**src/rtl/coal_pkg.sv**
```systemverilog
package coal_pkg;

    // Control word layout; software decodes these positions.
    localparam int unsigned BIT_ENABLE  = 31;
    localparam int unsigned BIT_STATUS  = 20;
    localparam int unsigned BIT_CLEAR   = 16;
    localparam int unsigned BIT_THR_WEN = 15;
    localparam int unsigned THR_LSB     = 8;
    localparam int unsigned BIT_TOV_WEN = 7;
    localparam int unsigned TOV_LSB     = 0;

    typedef enum logic [1:0] {
        TMR_IDLE = 2'd0,
        TMR_RUN  = 2'd1,
        TMR_DONE = 2'd2
    } tmr_state_e;

endpackage

```
**src/rtl/coal_regs.sv**
```systemverilog
module coal_regs
    import coal_pkg::*;
#(
    parameter int unsigned CNT_W = 5,
    parameter int unsigned TO_W  = 7
) (
    input  logic             clk,
    input  logic             rst_n,
    input  logic             wr,
    input  logic [31:0]      wdata,
    input  logic             cnt_nz,
    output logic             en,
    output logic [CNT_W-1:0] thr,
    output logic [TO_W-1:0]  tov,
    output logic             clr,
    output logic [31:0]      rdata
);

    typedef struct packed {
        logic             en;
        logic [CNT_W-1:0] thr;
        logic [TO_W-1:0]  tov;
    } regs_t;

    regs_t r_d, r_q;

    always_comb begin
        r_d = r_q;
        if (wr) begin
            r_d.en = wdata[BIT_ENABLE];
            if (wdata[BIT_THR_WEN]) begin
                r_d.thr = wdata[THR_LSB +: CNT_W];
            end
            if (wdata[BIT_TOV_WEN]) begin
                r_d.tov = wdata[TOV_LSB +: TO_W];
            end
        end
    end

    always_ff @(posedge clk or negedge rst_n) begin
        if (!rst_n) begin
            r_q <= '0;
        end else begin
            r_q <= r_d;
        end
    end

    always_comb begin
        rdata                      = '0;
        rdata[BIT_ENABLE]          = r_q.en;
        rdata[BIT_STATUS]          = cnt_nz;
        rdata[THR_LSB +: CNT_W]    = r_q.thr;
        rdata[TOV_LSB +: TO_W]     = r_q.tov;
    end

    assign en  = r_q.en;
    assign thr = r_q.thr;
    assign tov = r_q.tov;
    assign clr = wr & wdata[BIT_CLEAR];

endmodule

```
**src/rtl/coal_counter.sv**
```systemverilog
module coal_counter #(
    parameter int unsigned CNT_W = 5
) (
    input  logic             clk,
    input  logic             rst_n,
    input  logic             clr,
    input  logic             en,
    input  logic [CNT_W-1:0] thr,
    input  logic             defer_evt,
    output logic [CNT_W-1:0] cnt,
    output logic             hit
);

    typedef struct packed {
        logic [CNT_W-1:0] cnt;
    } cnt_t;

    cnt_t c_d, c_q;
    logic inc;

    always_comb begin
        c_d = c_q;
        inc = 1'b0;
        hit = 1'b0;
        if (clr) begin
            c_d.cnt = '0;
        end else if (en && defer_evt && (thr != '0) && (c_q.cnt < thr)) begin
            inc     = 1'b1;
            c_d.cnt = c_q.cnt + 1'b1;
            hit     = (c_d.cnt == thr);
        end
    end

    always_ff @(posedge clk or negedge rst_n) begin
        if (!rst_n) begin
            c_q <= '0;
        end else begin
            c_q <= c_d;
        end
    end

    assign cnt = c_q.cnt;

endmodule

```
**src/rtl/coal_prescale.sv**
```systemverilog
module coal_prescale #(
    parameter int unsigned PRESCALE = 1024
) (
    input  logic clk,
    input  logic rst_n,
    input  logic clr,
    input  logic adv,
    output logic wrap
);

    localparam int unsigned PS_W = (PRESCALE > 1) ? $clog2(PRESCALE) : 1;
    localparam logic [PS_W-1:0] PS_LAST = PS_W'(PRESCALE - 1);

    generate
        if (PRESCALE <= 1) begin : g_direct
            assign wrap = adv;
        end else begin : g_count
            typedef struct packed {
                logic [PS_W-1:0] ps;
            } ps_t;

            ps_t p_d, p_q;

            always_comb begin
                p_d  = p_q;
                wrap = 1'b0;
                if (clr) begin
                    p_d.ps = '0;
                end else if (adv) begin
                    if (p_q.ps == PS_LAST) begin
                        p_d.ps = '0;
                        wrap   = 1'b1;
                    end else begin
                        p_d.ps = p_q.ps + 1'b1;
                    end
                end
            end

            always_ff @(posedge clk or negedge rst_n) begin
                if (!rst_n) begin
                    p_q <= '0;
                end else begin
                    p_q <= p_d;
                end
            end
        end
    endgenerate

endmodule

```
**src/rtl/coal_timer.sv**
```systemverilog
module coal_timer
    import coal_pkg::*;
#(
    parameter int unsigned TO_W     = 7,
    parameter int unsigned PRESCALE = 1024
) (
    input  logic            clk,
    input  logic            rst_n,
    input  logic            clr,
    input  logic            en,
    input  logic [TO_W-1:0] tov,
    input  logic            defer_evt,
    input  logic            tick,
    output logic            expire,
    output logic            running
);

    typedef struct packed {
        tmr_state_e      st;
        logic [TO_W-1:0] units;
    } tmr_t;

    tmr_t t_d, t_q;
    logic adv;
    logic unit_wrap;
    logic [TO_W:0] units_nxt;

    assign adv = en && (t_q.st == TMR_RUN) && (tov != '0) && tick && !clr;

    coal_prescale #(
        .PRESCALE (PRESCALE)
    ) u_prescale (
        .clk   (clk),
        .rst_n (rst_n),
        .clr   (clr || (t_q.st != TMR_RUN)),
        .adv   (adv),
        .wrap  (unit_wrap)
    );

    always_comb begin
        t_d       = t_q;
        expire    = 1'b0;
        units_nxt = {1'b0, t_q.units} + 1'b1;
        if (clr) begin
            t_d.st    = TMR_IDLE;
            t_d.units = '0;
        end else if (en) begin
            unique case (t_q.st)
                TMR_IDLE: begin
                    if (defer_evt && (tov != '0)) begin
                        t_d.st    = TMR_RUN;
                        t_d.units = '0;
                    end
                end
                TMR_RUN: begin
                    if (unit_wrap) begin
                        t_d.units = units_nxt[TO_W-1:0];
                        if (units_nxt >= {1'b0, tov}) begin
                            t_d.st = TMR_DONE;
                            expire = 1'b1;
                        end
                    end
                end
                default: begin
                    t_d.st = TMR_DONE;
                end
            endcase
        end
    end

    always_ff @(posedge clk or negedge rst_n) begin
        if (!rst_n) begin
            t_q <= '{st: TMR_IDLE, units: '0};
        end else begin
            t_q <= t_d;
        end
    end

    assign running = (t_q.st == TMR_RUN);

endmodule

```
**src/rtl/intr_coalesce.sv**
```systemverilog
module intr_coalesce
    import coal_pkg::*;
#(
    parameter int unsigned CNT_W    = 5,
    parameter int unsigned TO_W     = 7,
    parameter int unsigned PRESCALE = 1024
) (
    input  logic        clk,
    input  logic        rst_n,
    input  logic        reg_wr,
    input  logic [31:0] reg_wdata,
    output logic [31:0] reg_rdata,
    input  logic        cmpl_valid,
    input  logic        cmpl_urgent,
    input  logic        tick,
    output logic        irq
);

    typedef struct packed {
        logic imm;
        logic pend;
    } irq_t;

    irq_t i_d, i_q;

    logic             en_w;
    logic [CNT_W-1:0] thr_w;
    logic [TO_W-1:0]  tov_w;
    logic             clr_w;
    logic [CNT_W-1:0] cnt_w;
    logic             hit_w;
    logic             expire_w;
    logic             running_w;
    logic             defer_w;
    logic             coal_pend;

    assign defer_w = cmpl_valid & ~cmpl_urgent;

    coal_regs #(
        .CNT_W (CNT_W),
        .TO_W  (TO_W)
    ) u_regs (
        .clk    (clk),
        .rst_n  (rst_n),
        .wr     (reg_wr),
        .wdata  (reg_wdata),
        .cnt_nz (cnt_w != '0),
        .en     (en_w),
        .thr    (thr_w),
        .tov    (tov_w),
        .clr    (clr_w),
        .rdata  (reg_rdata)
    );

    coal_counter #(
        .CNT_W (CNT_W)
    ) u_counter (
        .clk       (clk),
        .rst_n     (rst_n),
        .clr       (clr_w),
        .en        (en_w),
        .thr       (thr_w),
        .defer_evt (defer_w),
        .cnt       (cnt_w),
        .hit       (hit_w)
    );

    coal_timer #(
        .TO_W     (TO_W),
        .PRESCALE (PRESCALE)
    ) u_timer (
        .clk       (clk),
        .rst_n     (rst_n),
        .clr       (clr_w),
        .en        (en_w),
        .tov       (tov_w),
        .defer_evt (defer_w),
        .tick      (tick),
        .expire    (expire_w),
        .running   (running_w)
    );

    always_comb begin
        i_d     = i_q;
        i_d.imm = cmpl_valid & cmpl_urgent;
        if (clr_w) begin
            i_d.pend = 1'b0;
        end else if (hit_w || expire_w) begin
            i_d.pend = 1'b1;
        end
    end

    always_ff @(posedge clk or negedge rst_n) begin
        if (!rst_n) begin
            i_q <= '0;
        end else begin
            i_q <= i_d;
        end
    end

    assign coal_pend = i_q.pend;
    assign irq       = i_q.imm | i_q.pend;

endmodule

```
**config.mk**
```make
export PLATFORM = sky130hd
export DESIGN_NAME = intr_coalesce
export DESIGN_NICKNAME = d
export VERILOG_FILES = /design/src/rtl/coal_pkg.sv /design/src/rtl/coal_regs.sv /design/src/rtl/coal_counter.sv /design/src/rtl/coal_prescale.sv /design/src/rtl/coal_timer.sv /design/src/rtl/intr_coalesce.sv
export SDC_FILE = /design/constraint.sdc
export NUM_CORES = 1
export LEC_CHECK = 0
export BUFFER_PORTS_ARGS = -buffer_cell sky130_fd_sc_hd__buf_4
export CORE_ASPECT_RATIO = 0.7
export CORE_MARGIN = 2
export CORE_UTILIZATION = 56
export CTS_CLUSTER_SIZE = 28
export DETAILED_ROUTE_END_ITERATION = 16
export MAX_ROUTING_LAYER = met4
export PLACE_DENSITY = 0.85
export RECOVER_POWER = 50
export SLEW_MARGIN = 15
export SYNTH_ARGS = -nofsm -noshare
export SYNTH_HDL_FRONTEND = slang
export SYNTH_SLANG_ARGS = --single-unit
```
**constraint.sdc**
```tcl
create_clock -name clk -period 6.2 [get_ports clk]
set_clock_uncertainty 0.1 [all_clocks]
set_input_delay 0.31 -clock clk [delete_from_list [all_inputs] [get_ports clk]]
set_output_delay 0.31 -clock clk [all_outputs]
set_load 0.02 [all_outputs]
```
==> flow_metrics.py, run 1 <==
metrics = {
    "synthesis": {
        "synth_area_per_cell_sq_um": 9.89,
        "synth.cell_area_sq_um": 2460,
        "synthDistinctLibCells": 44,
        "ys_seq_area_share_pct": 39.6,
        "ys_async_sr_fraction_pct": 100,
        "syn_inst": 249,
        "synth_edf_count": 0,
        "ys.flop_type": "dfrtp_1",
        "synth_seq_cells": 39,
        "synth_warnings": 0,
    },
    "drt": {
        "wl_microns": 5070,
        "firstDrtPassIters": 4,
        "drt-vias-per-instance": 5.45,
        "wl_per_cell_microns": 14.8,
        "ant_nets": 0,
        "first_iter_violations": 139,
        "drc": 0,
        "vias": 1864,
    },
    "clock_network": {
        "max-clock-path-buffers": 2,
        "clock-root-buffer": "clkbuf_8",
        "path_clk_slew_ns": 0.07,
        "cts_resized": 0,
        "cts_num_sinks": 39,
        "cts_setup_buffers": 0,
        "clock_latency_ns": 0.30,
        "cts_buffers": 5,
        "cts_tree": "done",
        "cts_max_level": 2,
    },
    "sta": {
        "finalSetupTns_ns": 0,
        "hold_viol": 0,
        "worstMarginPinSlew_ns": 2.04,
        "slew_headroom_pct": -36.0,
        "slew_violations": 40,
        "holdWs_ns": 0.135,
        "rsz0062_at_grt": "no",
        "fmax_mhz": 388,
        "setup_viol": 0,
        "period_needed_ns": 2.58,
        "finalCritPeriodShare_pct": 41.6,
    },
    "power": {
        "p_leak_nw": 1.33,
        "pwr-share-clk_pct": 30.7,
        "p_seq_share_pct": 42.0,
        "power-per-cell-area_nw_per_um2": 256,
        "internal-power_mw": 0.488,
        "ir_drop_uv": 151,
        "power_frac_comb_pct": 27.4,
        "switchingPower_mw": 0.233,
        "total_power_mw": 0.721,
        "switching_share_pct": 32.3,
    },
    "global_route": {
        "antenna_found_initial": 0,
        "grt_max_degree": 40,
        "track_usage_pct": 23.6,
        "grt_pass1_wl_microns": 8740,
        "grt_pass1_vias": 1881,
        "grt-ovfl-total": 0,
    },
    "worst_setup_path": {
        "critPathLaunchType": "flip-flop",
        "worstSetupPathType": "flip-flop to flip-flop",
        "startpoint": "u_timer.t_q[0]",
        "r2r_slack_ns": 3.62,
        "critPathMaxStageDelay_ns": 0.45,
        "end_kind": "flip-flop",
        "worstPathMaxFanout": 5,
        "cp.arrival_ns": 2.65,
        "r2r-end": "coal_pend",
        "timing.rr.start": "u_timer.t_q[0]",
        "worstPathRequired_ns": 6.27,
        "worstPathCellList": "ha_1 -> inv_1 -> or3_1 -> xnor2_1 -> ha_1 -> o2111ai_1 -> a21oi_1 -> nor2_1 -> o311ai_0",
        "worstRegToRegCells": 9,
        "cp_slowest_cell": "dfrtp_1",
        "cpMostUsedCell": "ha_1",
    },
    "run_status": {
        "status": "finished, violations left",
        "violations": "max-capacitance violations, max-slew violations",
    },
    "final_layout": {
        "fill_cells": 334,
        "final_common_cell": "dfrtp_1",
        "most-common-layout-cells": "dfrtp_1 (39), buf_4 (33), inv_1 (22), conb_1 (18)",
        "antenna_cells": 0,
        "layout-drive-gt1-share_pct": 21.6,
        "num-nets-final": 340,
        "syn2layout_area_growth_pct": 14.2,
    },
    "place": {
        "portBuffers": 36,
        "dp_hpwl_microns": 3920,
        "place.gp.congestion": 0.869,
    },
    "floorplanning": {
        "die_h_microns": 59.5,
        "io_pins": 71,
        "die_w_microns": 83.3,
        "fp-row-count": 20,
        "initial_utilization_pct": 57.5,
        "core_area_sq_um": 4280,
        "dieArea_sq_um": 4950,
    },
    "hold_path": {
        "hp-class": "primary input to flip-flop",
        "hold_path_end": "i_q[1]",
        "hold_start": "cmpl_valid",
        "hold_depth": 2,
    },
    "run": {
        "cap_viol_max_count": 1,
    },
}
==> Yosys cell counts, types with 3 or more instances <==
cell type	count	area share, %
nor3_1	4	0.81
nor4_1	3	0.76
inv_1	22	3.4
o211ai_1	6	1.8
ha_1	16	8.1
nand4_1	5	1.3
mux2_2	13	5.9
a21oi_1	8	1.6
clkbuf_1	3	0.46
dfrtp_1	39	40
buf_4	20	6.1
o41ai_1	3	1.1
mux2i_1	8	3.3
o21ai_0	4	0.81
nand2_1	17	2.6
xor2_1	10	3.6
nor2_1	17	2.6
xnor2_1	10	3.6
or3_1	4	1.0
nand3_1	7	1.4
==> area by class of cell <==
type | count | area [sq um] | share of cell area [%]
Clock buffer | 6 | 82.6 | 2.94
Inverter | 22 | 82.6 | 2.94
Clock inverter | 2 | 35.0 | 1.25
Sequential cell | 39 | 976 | 34.7
Timing Repair Buffer | 37 | 273 | 9.70
Tap cell | 55 | 68.8 | 2.45
Multi-Input combinational cell | 181 | 1290 | 46.0
==> flip-flops by register name, summed over array words and instances, names as in the netlist <==
name,count
u_regs.tov,7
u_regs.en,1
i_q,1
u_timer.t_q,9
u_regs.thr,5
u_timer.u_prescale.g_count.p_q,10
coal_pend,1
u_counter.cnt,5
==> power by group through the flow <==
stage | combinational (mW) | clock (mW) | sequential, mW
2_1_floorplan | 0.138 | 0 | 0.314
3_3_place_gp | 0.190 | 0 | 0.306
3_5_place_dp | 0.197 | 0 | 0.307
4_1_cts | 0.199 | 0.225 | 0.302
5_1_grt | 0.215 | 0.240 | 0.306
6_report | 0.197 | 0.221 | 0.302
==> kinds of logic (layout without fill, tap and decap cells) <==
logic type / count (synthesis) / count (layout) / synth area share, %
compound gates: 34 / 34 / 10.2
xor+xnor: 20 / 20 / 7.11
fa+ha+maj: 16 / 16 / 8.13
buf+inv: 46 / 67 / 10.4
flops: 39 / 39 / 39.6
mux: 21 / 21 / 9.20
other cells: 1 / 18 / 0.152
simple gates: 72 / 72 / 15.2
==> critical path, delay by kind of cell, from the launching register on <==
family / cells / cell delay (ns)
AO/OA/AOI/OAI: 3 / 0.64
AND/OR/NAND/NOR: 2 / 0.50
XOR/XNOR: 1 / 0.18
flip-flops: 1 / 0.45
buffers and inverters: 1 / 0.05
adder cells (fa/ha/maj): 2 / 0.55
==> metal layers <==
layer  part of all wire (%)  global-route usage [%]
met5                      0                       -
met3                    3.9                    4.74
met2                     48                    37.6
met1                     47                    30.3
met4                    1.2                    9.60
==> stage by stage <==
stage | setup WS (ns) | cells | instance area, sq um | utilization, %
4_1_cts | 3.60 | 342 | 2820 | 65.9
5_1_grt | 3.27 | 342 | 2810 | 65.7
2_1_floorplan | 3.96 | 266 | 2530 | -
3_3_place_gp | 3.71 | 333 | 2690 | 62.9
3_5_place_dp | 3.61 | 333 | 2690 | 62.9
6_report | 3.62 | 342 | 2810 | 65.7
==> timing repair <==
action,in CTS,in global routing
hold buffers,1,0
setup endpoints to repair,0,0
endpoints found under the hold margin,39,0
==> worst max-delay path by stage <==
| stage | to | slack, ns | cells past startpoint |
|---|---|---|---|
| after global placement | u_timer.t_q[7] | 3.71 | 9 |
| after global routing | u_timer.t_q[4] | 3.27 | 2 |
| after detailed placement | coal_pend | 3.61 | 9 |
| final | coal_pend | 3.62 | 9 |
| after floorplan | u_timer.t_q[8] | 3.96 | 9 |
| after CTS | coal_pend | 3.60 | 9 |
Note: power is estimated with default switching activity, not from simulation.
==> run 2: changes to the inputs <==
CORE_UTILIZATION = 52   (was 56)
PLACE_DENSITY = 0.8   (was 0.85)
clock period = 2.6 ns   (was 6.2 ns; I/O delays follow)
==> flow_metrics.py, run 2 (same netlist as run 1, synthesis figures left out) <==
metrics = {
    "final_layout": {
        "most-common-layout-cells": "dfrtp_1 (39), buf_4 (33), inv_1 (22), conb_1 (18)",
        "syn2layout_area_growth_pct": 21.4,
        "fin_area_sq_um": 2990,
        "antenna_cells": 0,
        "num-nets-final": 359,
        "final_common_cell": "dfrtp_1",
        "layout-drive-gt1-share_pct": 23.2,
        "fill_cells": 339,
        "max_flop_register": "u_timer.u_prescale.g_count.p_q",
        "largest_reg_flops": 10,
    },
    "worst_setup_path": {
        "worstPathCellList": "ha_2 -> inv_1 -> or3_1 -> xnor2_2 -> ha_1 -> a21oi_1 -> o41ai_1 -> o21a_1 -> o41ai_2",
        "startpoint": "u_timer.t_q[1]",
        "critPathBufInv": 1,
        "cp_slowest_cell": "dfrtp_1",
        "end_kind": "flip-flop",
        "worstRegToRegCells": 9,
        "cp.arrival_ns": 2.58,
        "timing.rr.start": "u_timer.t_q[1]",
        "critPathMaxStageDelay_ns": 0.41,
        "r2r_slack_ns": 0.11,
        "worstSetupPathType": "flip-flop to flip-flop",
        "crit_family": "compound AO/OA/AOI/OAI gates",
        "critPathLaunchType": "flip-flop",
        "worstPathRequired_ns": 2.69,
        "r2r-end": "u_timer.t_q[7]",
        "worstPathMaxFanout": 4,
    },
    "clock_network": {
        "path_clk_slew_ns": 0.08,
        "cts_max_level": 2,
        "max-clock-path-buffers": 2,
        "clock-root-buffer": "clkbuf_8",
        "cts_buffers": 5,
        "clock_latency_ns": 0.29,
        "cts_tree": "done",
        "cts_num_sinks": 39,
        "cts_setup_buffers": 0,
    },
    "drt": {
        "vias": 1973,
        "ant_nets": 0,
        "firstDrtPassIters": 4,
        "first_iter_violations": 121,
        "drt-vias-per-instance": 5.47,
        "wl_per_cell_microns": 15.2,
        "drc": 0,
        "wl_microns": 5490,
    },
    "floorplanning": {
        "initial_utilization_pct": 55.3,
        "dieArea_sq_um": 5310,
        "io_pins": 71,
        "fp-row-count": 20,
        "core_area_sq_um": 4450,
        "die_h_microns": 61.6,
        "die_w_microns": 86.2,
    },
    "sta": {
        "fmax_mhz": 402,
        "holdWs_ns": 0.0397,
        "finalSetupTns_ns": 0,
        "slew_headroom_pct": 36.4,
        "finalCritPeriodShare_pct": 95.7,
        "setup_viol": 0,
        "period_needed_ns": 2.49,
        "hold_viol": 0,
        "worstMarginPinSlew_ns": 0.954,
        "setup_ws_ns": 0.112,
        "slew_violations": 0,
    },
    "hold_path": {
        "hp-class": "primary input to flip-flop",
        "hold_path_end": "u_regs.en",
        "hold_start": "reg_wr",
        "hold_depth": 2,
    },
    "global_route": {
        "antenna_found_initial": 0,
        "grt_pass1_vias": 1932,
        "track_usage_pct": 23.0,
        "grt-ovfl-total": 0,
        "grt_pass1_wl_microns": 8970,
        "grt_max_degree": 40,
    },
    "place": {
        "portBuffers": 36,
        "dp_hpwl_microns": 3860,
        "place_area_sq_um": 2720,
        "post-place-ws_ns": 0.0473,
        "place.gp.congestion": 0.899,
    },
    "power": {
        "p_leak_nw": 1.42,
        "ir_drop_uv": 462,
        "total_power_mw": 1.63,
        "power-per-cell-area_nw_per_um2": 546,
    },
    "run_status": {
        "status": "complete, no violations",
    },
    "run": {
        "cap_viol_max_count": 0,
    },
}
## run 2: area by class of cell
cell class | instances | area (sq um) | share of cell area (%)
clock buffer | 7 | 76.3 | 2.55
multi-input combinational | 181 | 1320 | 44.3
inverter | 22 | 82.6 | 2.76
sequential | 39 | 976 | 32.6
timing repair buffer | 56 | 458 | 15.3
clock inverter | 1 | 5.00 | 0.167
tap | 55 | 68.8 | 2.30
## run 2: what timing repair did
| action | CTS | global route |
|---|---|---|
| hold buffers | 16 | 0 |
| gates resized for setup | 0 | 6 |
| setup endpoints to repair | 0 | 3 |
| endpoints found under the hold margin | 53 | 0 |
## run 2: report_power, final
| part | internal [mW] | switching [mW] |
|---|---|---|
| Combinational | 0.228 | 0.293 |
| Sequential | 0.656 | 0.0648 |
| Clock | 0.188 | 0.202 |
| Total | 1.07 | 0.560 |
## run 2: metal layers
metal	wire, microns	global-route usage [%]	vias to the layer above
met5	0	-	-
met4	43	6.25	0
met3	275	5.76	6
met2	2680	37.0	56
met1	2490	29.4	963
li1	-	-	948
## run 2: how the worst max path moves through the flow
stage	slack (ns)	end	depth (start not counted)
finish	0.11	u_timer.t_q[7]	9
global route	-0.01	u_timer.t_q[7]	9
CTS	0.01	u_timer.t_q[7]	9
detailed placement	0.05	u_timer.t_q[7]	9
global placement	0.19	u_timer.t_q[7]	9
floorplan	0.36	u_timer.t_q[8]	9
## run 2: per-stage QoR
stage,utilization (%),instances
4_1_cts,66.5,361
6_report,67.1,361
3_3_place_gp,61.1,337
2_1_floorplan,-,266
5_1_grt,67.1,361
3_5_place_dp,61.1,337
==> run 3: changes to the inputs <==
CORE_ASPECT_RATIO = 0.8   (was 0.7)
==> flow_metrics.py, run 3 (same netlist as run 1, synthesis figures left out) <==
metrics = {
    "clock_network": {
        "cts_tree": "done",
        "cts_max_level": 2,
        "max-clock-path-buffers": 2,
        "cts_setup_buffers": 0,
        "path_clk_slew_ns": 0.08,
        "cts_buffers": 5,
        "clock-root-buffer": "clkbuf_8",
        "cts_num_sinks": 39,
        "clock_latency_ns": 0.29,
    },
    "final_layout": {
        "syn2layout_area_growth_pct": 21.2,
        "antenna_cells": 0,
        "largest_reg_flops": 10,
        "layout-drive-gt1-share_pct": 22.7,
        "max_flop_register": "u_timer.u_prescale.g_count.p_q",
        "fill_cells": 369,
        "num-nets-final": 358,
        "fin_cells": 364,
        "fin_util_pct": 65.3,
        "final_common_cell": "dfrtp_1",
        "most-common-layout-cells": "dfrtp_1 (39), buf_4 (31), inv_1 (22), conb_1 (18)",
    },
    "worst_setup_path": {
        "end_kind": "flip-flop",
        "critPathLaunchType": "flip-flop",
        "cp.arrival_ns": 2.52,
        "worstPathRequired_ns": 2.69,
        "worstPathMaxFanout": 4,
        "worstSetupPathType": "flip-flop to flip-flop",
    },
    "global_route": {
        "grt_max_degree": 40,
        "track_usage_pct": 22.3,
        "use_met1_pct": 30.9,
        "globalRouteMet3Util_pct": 3.85,
        "use_met2_pct": 33.7,
        "grt_pass1_vias": 1874,
        "grt-ovfl-total": 0,
        "busiest_layer": "met2",
        "antenna_found_initial": 0,
        "grt_pass1_wl_microns": 8800,
    },
    "sta": {
        "slew_headroom_pct": 34.8,
        "slew_violations": 0,
        "hold_viol": 0,
        "holdWs_ns": 0.0321,
        "finalCritPeriodShare_pct": 93.2,
        "worstMarginPinSlew_ns": 0.978,
        "period_needed_ns": 2.42,
        "setup_ws_ns": 0.176,
        "setup_viol": 0,
        "fmax_mhz": 413,
    },
    "drt": {
        "firstDrtPassIters": 4,
        "drt-vias-per-instance": 5.30,
        "vias": 1928,
        "drc": 0,
        "wl_microns": 5240,
        "wl_per_cell_microns": 14.4,
        "first_iter_violations": 119,
        "ant_nets": 0,
    },
    "floorplanning": {
        "die_w_microns": 80.9,
        "initial_utilization_pct": 53.9,
        "core_area_sq_um": 4570,
        "die_h_microns": 65.6,
        "fp-row-count": 22,
        "io_pins": 71,
        "dieArea_sq_um": 5310,
    },
    "power": {
        "ir_drop_uv": 287,
        "power-per-cell-area_nw_per_um2": 552,
        "p_leak_nw": 1.42,
    },
    "run_status": {
        "status": "complete, no violations",
    },
    "place": {
        "place.gp.congestion": 0.922,
        "post-place-ws_ns": 0.147,
        "placed_cells": 341,
        "dp_hpwl_microns": 3730,
        "portBuffers": 36,
    },
    "hold_path": {
        "hp-class": "primary input to flip-flop",
    },
    "run": {
        "cap_viol_max_count": 0,
    },
}
run 3: path summary, 6_finish.rpt:
check | startpoint | end | slack [ns] | cells after the start
worst max-delay path | u_timer.t_q[1] | u_timer.t_q[8] | 0.18 | 9
worst min-delay path | reg_wr | u_regs.en | 0.03 | 2
worst max register to register | u_timer.t_q[1] | u_timer.t_q[8] | 0.18 | 9
worst min register to register | coal_pend | coal_pend | 0.41 | 2
max in group asynchronous | rst_n | u_timer.u_prescale.g_count.p_q[5] | 1.37 | 2
min in group asynchronous | rst_n | u_regs.thr[0] | 0.43 | 2
run 3: final cells by class:
| class | instances | area, sq um | share of cell area, % |
|---|---|---|---|
| Clock inverter | 1 | 5.00 | 0.168 |
| Inverter | 22 | 82.6 | 2.77 |
| Timing Repair Buffer | 55 | 450 | 15.1 |
| Tap cell | 60 | 75.1 | 2.51 |
| Sequential cell | 39 | 976 | 32.7 |
| Multi-Input combinational cell | 181 | 1310 | 44.0 |
| Clock buffer | 6 | 82.6 | 2.77 |
run 3: worst max-delay path: stages (launching register included):
cell and delay [ns]:
dfrtp_1 0.41, ha_1 0.24, inv_1 0.05, or3_1 0.41, xnor2_2 0.17, ha_1 0.31
o2111ai_1 0.11, a21oi_2 0.15, nor2_1 0.09, o41ai_2 0.30
run 3: stage by stage:
step                      power, mW  cell area (sq um)  TNS [ns]
after global routing           1.73               2990  -0.00113
after detailed placement       1.21               2720         0
after floorplan                1.08               2530         0
after CTS                      1.65               2970         0
after global placement         1.20               2720         0
final                          1.65               2990         0
run 3: layer usage:
metal,wire length (microns),up-vias
met3,176,8
met2,2500,44
li1,-,941
met5,0,-
met1,2480,935
met4,87,0
run 3: report_power, final:
group          internal [mW]  total (mW)  leakage (nW)  switching, mW
Clock                  0.208       0.420        0.0470          0.212
Combinational          0.221       0.504         0.862          0.283
Sequential             0.656       0.723         0.511         0.0673
run 3: timing repair:
action,in CTS,in global routing
resized for setup,0,4
hold buffers,16,0
endpoints found under the hold margin,53,0
endpoints found under the setup margin,0,3
